==> config.mk <==
export PLATFORM = sky130hd
export DESIGN_NAME = eq_i2c_regs
export DESIGN_NICKNAME = d
export VERILOG_FILES = /design/src/rtl/eq_pkg.sv /design/src/rtl/eq_bus_sync.sv /design/src/rtl/eq_i2c_rx.sv /design/src/rtl/eq_band_regs.sv /design/src/rtl/eq_i2c_regs.sv
export SDC_FILE = /design/constraint.sdc
export NUM_CORES = 1
export LEC_CHECK = 0
export BUFFER_PORTS_ARGS = -buffer_cell sky130_fd_sc_hd__buf_2
export CAP_MARGIN = 20
export CORE_UTILIZATION = 58
export DETAILED_ROUTE_END_ITERATION = 7
export GPL_TIMING_DRIVEN = 0
export PLACE_DENSITY = 0.79
export SYNTH_ARGS = -nofsm -noshare
export SYNTH_HDL_FRONTEND = slang
export SYNTH_SLANG_ARGS = --single-unit
export TNS_END_PERCENT = 10
==> constraint.sdc <==
create_clock -name clk_i -period 3.1 [get_ports clk_i]
set_clock_uncertainty 0.2 [all_clocks]
set_input_delay 0.62 -clock clk_i [delete_from_list [all_inputs] [get_ports clk_i]]
set_output_delay 0.62 -clock clk_i [all_outputs]
set_load 0.02 [all_outputs]
==> src/rtl/eq_pkg.sv <==
package eq_pkg;
  localparam int CODE_W    = 3;
  localparam int NUM_BANDS = 5;
  localparam int BYTE_W    = 8;
  localparam int BOOST_LSB = 4;
  localparam int CUT_LSB   = 0;
  localparam int BYP_BIT   = 7;

  typedef enum logic [2:0] {
    PH_IDLE, PH_ADDR, PH_SUB, PH_DATA, PH_SKIP
  } phase_e;
endpackage

==> src/rtl/eq_bus_sync.sv <==
module eq_bus_sync (
  input  logic clk_i,
  input  logic rst_ni,
  input  logic scl_i,
  input  logic sda_i,
  output logic sda_o,
  output logic scl_rise_o,
  output logic scl_fall_o,
  output logic start_o,
  output logic stop_o
);
  logic [1:0] scl_ff, sda_ff;
  logic       scl_d, sda_d;

  always_ff @(posedge clk_i or negedge rst_ni) begin
    if (!rst_ni) begin
      scl_ff <= 2'b11;
      sda_ff <= 2'b11;
      scl_d  <= 1'b1;
      sda_d  <= 1'b1;
    end else begin
      scl_ff <= {scl_ff[0], scl_i};
      sda_ff <= {sda_ff[0], sda_i};
      scl_d  <= scl_ff[1];
      sda_d  <= sda_ff[1];
    end
  end

  assign sda_o      = sda_ff[1];
  assign scl_rise_o = scl_ff[1] & ~scl_d;
  assign scl_fall_o = ~scl_ff[1] & scl_d;
  // data edge while clock held high
  assign start_o    = scl_ff[1] & scl_d & sda_d & ~sda_ff[1];
  assign stop_o     = scl_ff[1] & scl_d & ~sda_d & sda_ff[1];
endmodule

==> src/rtl/eq_i2c_rx.sv <==
module eq_i2c_rx
  import eq_pkg::*;
#(
  parameter logic [6:0] DEV_ADDR  = 7'h42,
  parameter int         NUM_REGS  = NUM_BANDS,
  parameter int         IDX_W     = $clog2(NUM_REGS)
) (
  input  logic              clk_i,
  input  logic              rst_ni,
  input  logic              sda_i,
  input  logic              scl_rise_i,
  input  logic              scl_fall_i,
  input  logic              start_i,
  input  logic              stop_i,
  input  logic              addr_sel_i,
  output logic              sda_oe_o,
  output logic              wr_en_o,
  output logic [IDX_W-1:0]  wr_idx_o,
  output logic [BYTE_W-1:0] wr_data_o
);
  localparam logic [3:0] LAST_BIT = 4'd8;
  localparam logic [3:0] ACK_BIT  = 4'd9;

  phase_e            phase_q;
  logic [3:0]        cnt_q;
  logic [BYTE_W-1:0] shreg_q;
  logic [BYTE_W-1:0] ptr_q;
  logic              oe_q;
  logic [BYTE_W-1:0] my_addr;
  logic              active;
  logic              in_range;

  assign my_addr  = {DEV_ADDR[6:1], addr_sel_i, 1'b0};
  assign active   = (phase_q == PH_ADDR) || (phase_q == PH_SUB) || (phase_q == PH_DATA);
  assign in_range = ptr_q < BYTE_W'(NUM_REGS);

  always_ff @(posedge clk_i or negedge rst_ni) begin
    if (!rst_ni) begin
      phase_q   <= PH_IDLE;
      cnt_q     <= '0;
      shreg_q   <= '0;
      ptr_q     <= '0;
      oe_q      <= 1'b0;
      wr_en_o   <= 1'b0;
      wr_idx_o  <= '0;
      wr_data_o <= '0;
    end else begin
      wr_en_o <= 1'b0;
      if (start_i) begin
        phase_q <= PH_ADDR;
        cnt_q   <= '0;
        oe_q    <= 1'b0;
      end else if (stop_i) begin
        phase_q <= PH_IDLE;
        cnt_q   <= '0;
        oe_q    <= 1'b0;
      end else if (active) begin
        if (scl_rise_i && cnt_q < ACK_BIT) begin
          if (cnt_q < LAST_BIT) shreg_q <= {shreg_q[BYTE_W-2:0], sda_i};
          cnt_q <= cnt_q + 4'd1;
        end
        if (scl_fall_i && cnt_q == LAST_BIT) begin
          if (phase_q == PH_ADDR && shreg_q != my_addr) phase_q <= PH_SKIP;
          else                                          oe_q    <= 1'b1;
        end
        if (scl_fall_i && cnt_q == ACK_BIT) begin
          oe_q  <= 1'b0;
          cnt_q <= '0;
          unique case (phase_q)
            PH_ADDR: phase_q <= PH_SUB;
            PH_SUB: begin
              ptr_q   <= shreg_q;
              phase_q <= PH_DATA;
            end
            PH_DATA: begin
              if (in_range) begin
                wr_en_o   <= 1'b1;
                wr_idx_o  <= ptr_q[IDX_W-1:0];
                wr_data_o <= shreg_q;
                ptr_q     <= ptr_q + BYTE_W'(1);
              end
            end
            default: phase_q <= PH_IDLE;
          endcase
        end
      end
    end
  end

  assign sda_oe_o = oe_q;
endmodule

==> src/rtl/eq_band_regs.sv <==
module eq_band_regs
  import eq_pkg::*;
#(
  parameter int NUM_REGS = NUM_BANDS,
  parameter int WIDTH    = CODE_W,
  parameter int IDX_W    = $clog2(NUM_REGS)
) (
  input  logic                      clk_i,
  input  logic                      rst_ni,
  input  logic                      wr_en_i,
  input  logic [IDX_W-1:0]          wr_idx_i,
  input  logic [BYTE_W-1:0]         wr_data_i,
  output logic [NUM_REGS*WIDTH-1:0] boost_o,
  output logic [NUM_REGS*WIDTH-1:0] cut_o
);
  logic bypass_q;
  logic unused_bit3;

  assign unused_bit3 = wr_data_i[3];

  always_ff @(posedge clk_i or negedge rst_ni) begin
    if (!rst_ni)                            bypass_q <= 1'b0;
    else if (wr_en_i && wr_idx_i == '0)     bypass_q <= wr_data_i[BYP_BIT];
  end

  for (genvar g = 0; g < NUM_REGS; g++) begin : g_band
    logic [WIDTH-1:0] boost_q, cut_q;

    always_ff @(posedge clk_i or negedge rst_ni) begin
      if (!rst_ni) begin
        boost_q <= '0;
        cut_q   <= '0;
      end else if (wr_en_i && wr_idx_i == IDX_W'(g)) begin
        boost_q <= wr_data_i[BOOST_LSB +: WIDTH];
        cut_q   <= wr_data_i[CUT_LSB +: WIDTH];
      end
    end

    // bypass forces the flat code, storage untouched
    assign boost_o[g*WIDTH +: WIDTH] = bypass_q ? '0 : boost_q;
    assign cut_o[g*WIDTH +: WIDTH]   = bypass_q ? '0 : cut_q;
  end
endmodule

==> src/rtl/eq_i2c_regs.sv <==
module eq_i2c_regs
  import eq_pkg::*;
#(
  parameter logic [6:0] DEV_ADDR = 7'h42,
  parameter int         NUM_REGS = NUM_BANDS,
  parameter int         WIDTH    = CODE_W,
  localparam int        IDX_W    = $clog2(NUM_REGS),
  localparam int        OUT_W    = NUM_REGS * WIDTH
) (
  input  logic             clk_i,
  input  logic             rst_ni,
  input  logic             scl_i,
  input  logic             sda_i,
  input  logic             addr_sel_i,
  output logic             sda_oe_o,
  output logic [OUT_W-1:0] boost_o,
  output logic [OUT_W-1:0] cut_o
);
  logic              sda_s, scl_rise, scl_fall, start_det, stop_det;
  logic              wr_en;
  logic [IDX_W-1:0]  wr_idx;
  logic [BYTE_W-1:0] wr_data;

  eq_bus_sync i_sync (
    .clk_i      (clk_i),
    .rst_ni     (rst_ni),
    .scl_i      (scl_i),
    .sda_i      (sda_i),
    .sda_o      (sda_s),
    .scl_rise_o (scl_rise),
    .scl_fall_o (scl_fall),
    .start_o    (start_det),
    .stop_o     (stop_det)
  );

  eq_i2c_rx #(
    .DEV_ADDR (DEV_ADDR),
    .NUM_REGS (NUM_REGS),
    .IDX_W    (IDX_W)
  ) i_rx (
    .clk_i      (clk_i),
    .rst_ni     (rst_ni),
    .sda_i      (sda_s),
    .scl_rise_i (scl_rise),
    .scl_fall_i (scl_fall),
    .start_i    (start_det),
    .stop_i     (stop_det),
    .addr_sel_i (addr_sel_i),
    .sda_oe_o   (sda_oe_o),
    .wr_en_o    (wr_en),
    .wr_idx_o   (wr_idx),
    .wr_data_o  (wr_data)
  );

  eq_band_regs #(
    .NUM_REGS (NUM_REGS),
    .WIDTH    (WIDTH),
    .IDX_W    (IDX_W)
  ) i_regs (
    .clk_i     (clk_i),
    .rst_ni    (rst_ni),
    .wr_en_i   (wr_en),
    .wr_idx_i  (wr_idx),
    .wr_data_i (wr_data),
    .boost_o   (boost_o),
    .cut_o     (cut_o)
  );
endmodule

==> impl_metrics.py <==
metrics = {
    "run_status": {
        "outcome": "finished, final reports clean",
    },
    "clocking": {
        "post_cts_resized": 0,
        "cts_sinks": 72,
        "cts-root-buf": "clkbuf_8",
        "clkLatencyLatePin_ns": 0.34,
        "clkTransAtPathRegs_ns": 0.07,
        "cts_max_level": 3,
        "cts_tree": "done",
        "post-cts-setup-buffer-count": 0,
        "clk_path_buf_depth": 2,
        "cts_buffers": 9,
        "hold_buffers": 0,
    },
    "timing": {
        "rsz0062_at_grt": "no",
        "setup_ws_ns": 0.435,
        "report.final.slew_viol_count": 0,
        "finalSetupViolCount": 0,
        "fin_crit_ns": 2.66,
        "tightest_slew_ns": 0.995,
        "fin_setup_tns_ns": 0,
        "finalCritPeriodShare": 0.860,
        "max_freq_mhz": 375,
        "hold_violations": 0,
        "slew_headroom": 0.335,
    },
    "layout": {
        "diodes": 0,
        "final_common_cell": "dfrtp_1",
        "layout_common_cells": "dfrtp_1, mux2_2, buf_2, nor2b_1",
        "final_nets": 327,
        "regArea_um2": 1810,
        "drive_above_1_share": 0.343,
        "syn_to_final_growth_pct": 13.2,
        "fillCellCount": 412,
        "final_area_um2": 3770,
        "multiInputGateArea_um2": 1450,
    },
    "place": {
        "place_ws_ns": 0.448,
        "gp_congestion": 0.900,
        "hpwl_um": 4130,
        "placed_cell_area_um2": 3600,
        "port_buffers": 35,
    },
    "setup_path": {
        "worstSetupEndpointType": "flip-flop",
        "path_buf_inv": 1,
        "arrival_ns": 2.69,
        "cp_max_fo": 10,
        "crit_type": "flip-flop to flip-flop",
        "required_ns": 3.12,
        "slowest_stage": "dfstp_2",
        "cp-start-kind": "flip-flop",
        "cp_slowest_stage_delay_ns": 0.58,
        "crit_chain": "nand3b_1, or3b_2, or4b_1, buf_6, mux2_4",
        "cp_top_family": "simple AND/OR/NAND/NOR gates",
    },
    "yosys": {
        "ys_ff_latch": 72,
        "synth_xor_area_frac": 0.00788,
        "ys_warn_count": 0,
        "synthCells": 271,
        "synth_area_per_cell_um2": 12.3,
        "synth_compound_area_frac": 0.0750,
        "ys_seq_area_frac": 0.543,
        "synth_fa_ha_area_frac": 0.0188,
        "synth_area_um2": 3330,
        "ys_types": 41,
        "synth_top_family_by_area": "multiplexers",
        "syn_nets": 281,
        "synth-simple-area-share": 0.153,
        "synth_mux_area_frac": 0.180,
    },
    "global_route": {
        "antenna_found_initial": 0,
        "grt_pass1_wl_um": 9740,
        "grtUsageTotal": 0.214,
        "gr-total-overflow": 0,
        "first_global_vias": 1967,
        "grt_max_degree": 73,
    },
    "power": {
        "p_leak_nw": 1.93,
        "vdd_ir_drop_max_mv": 0.413,
        "p_per_area_nw_per_um2": 521,
    },
    "drt": {
        "post-route-drc-count": 0,
        "finalWirelength_um": 5920,
        "drtIter0Drc": 131,
        "via_per_inst": 5.61,
        "wl_per_cell_um": 15.1,
        "firstDrtPassIters": 4,
        "ant_nets": 0,
        "num_vias": 2205,
    },
    "min_path": {
        "holdCritPathClass": "flip-flop to flip-flop",
    },
    "floorplan": {
        "die_width_um": 77.8,
        "dieArea_um2": 6060,
        "io_pins": 36,
        "initial_utilization": 0.602,
        "rows": 27,
        "coreArea_um2": 5540,
        "die_h_um": 77.8,
    },
    "job": {
        "drv_cap": 0,
    },
}
worst register-to-register path, cell delays in order (launching register included):
cell	delay, ns
dfstp_2	0.58
nand3b_1	0.18
or3b_2	0.56
or4b_1	0.55
buf_6	0.18
mux2_4	0.30
sequential cells by signal, summed over array words and instances (netlist names), 2 cells and up:
| name | flops |
|---|---|
| i_sync.sda_ff | 2 |
| i_rx.ptr_q | 8 |
| i_rx.cnt_q | 4 |
| i_rx.shreg_q | 8 |
| i_regs.g_band.cut_q | 15 |
| i_sync.scl_ff | 2 |
| i_rx.wr_idx_o | 3 |
| i_rx.phase_q | 3 |
| i_regs.g_band.boost_q | 15 |
| i_rx.wr_data_o | 7 |
worst paths after layout:
check	cells after the start	slack, ns	from	to
setup / recovery	5	0.44	i_sync.scl_d	i_rx.wr_data_o[5]
hold / removal	0	0.16	i_sync.sda_ff[0]	i_sync.sda_ff[1]
setup reg to reg	5	0.44	i_sync.scl_d	i_rx.wr_data_o[5]
hold reg to reg	0	0.16	i_sync.sda_ff[0]	i_sync.sda_ff[1]
max in group asynchronous	1	1.94	rst_ni	i_rx.ptr_q[7]
min in group asynchronous	1	0.18	rst_ni	i_rx.cnt_q[0]
metal layers:
layer	share of wire	track usage
met5	0	0
met3	0.039	0.0388
met1	0.49	0.312
met4	0.016	0.123
met2	0.46	0.299
synth_stat cells:
cell type	n	area [um2]
or3b_2	1	8.76
nand3_1	8	40.0
nor2_1	11	41.3
ha_1	5	62.6
a31o_2	3	26.3
and3_1	1	6.26
xnor2_1	2	17.5
clkbuf_1	10	37.5
or4_4	1	11.3
o21bai_1	2	15.0
mux2_2	39	439
nor2b_1	32	200
buf_6	1	11.3
a21oi_1	7	35.0
nor3b_1	2	15.0
dfrtp_1	66	1650
o21ai_0	4	20.0
and3b_1	2	17.5
xor2_1	1	8.76
nand2b_1	3	18.8
a22o_1	2	17.5
nor3_1	5	25.0
a211oi_1	1	7.51
nand3b_1	2	15.0
mux2i_1	1	10.0
or4b_1	1	10.0
and2_1	2	12.5
a21boi_0	1	7.51
nand2_1	9	33.8
inv_1	7	26.3
a41oi_1	1	8.76
nand4bb_1	1	11.3
o32ai_1	1	8.76
a2111oi_0	1	8.76
o31ai_1	2	15.0
dfstp_2	6	158
nor4bb_1	2	20.0
mux2_4	10	150
a31oi_1	8	50.1
or3_1	4	25.0
a32o_1	3	30.0
where the power goes:
part | switching (mW) | internal [mW] | leakage (nW)
logic | 0.105 | 0.109 | 0.871
registers | 0.0962 | 1.01 | 0.967
clock network | 0.320 | 0.327 | 0.0882
cells by family (layout without fill, tap and decap cells):
kind of cell	Yosys count	in the layout
simple gates	87	87
flops	72	72
mux	50	50
compound gates	36	36
buf+inv	18	68
fa+ha+maj	5	5
xor+xnor	3	3
layout make-up:
cell class,count,area share
clock buffer,12,0.0411
tap,72,0.0239
multi-input combinational,181,0.384
buffer,11,0.0129
inverter,7,0.00696
clock inverter,3,0.00464
sequential,72,0.479
timing repair buffer,35,0.0471
through the flow:
stage,utilization,instances,hold slack [ns],power (mW)
floorplan,-,271,0.124,1.25
detailed placement,0.650,378,0.149,1.34
finish,0.681,393,0.157,1.97
global placement,0.650,378,0.146,1.33
global route,0.681,393,0.159,2.07
CTS,0.681,393,0.159,1.98
Note: power is estimated with default switching activity, not from simulation.
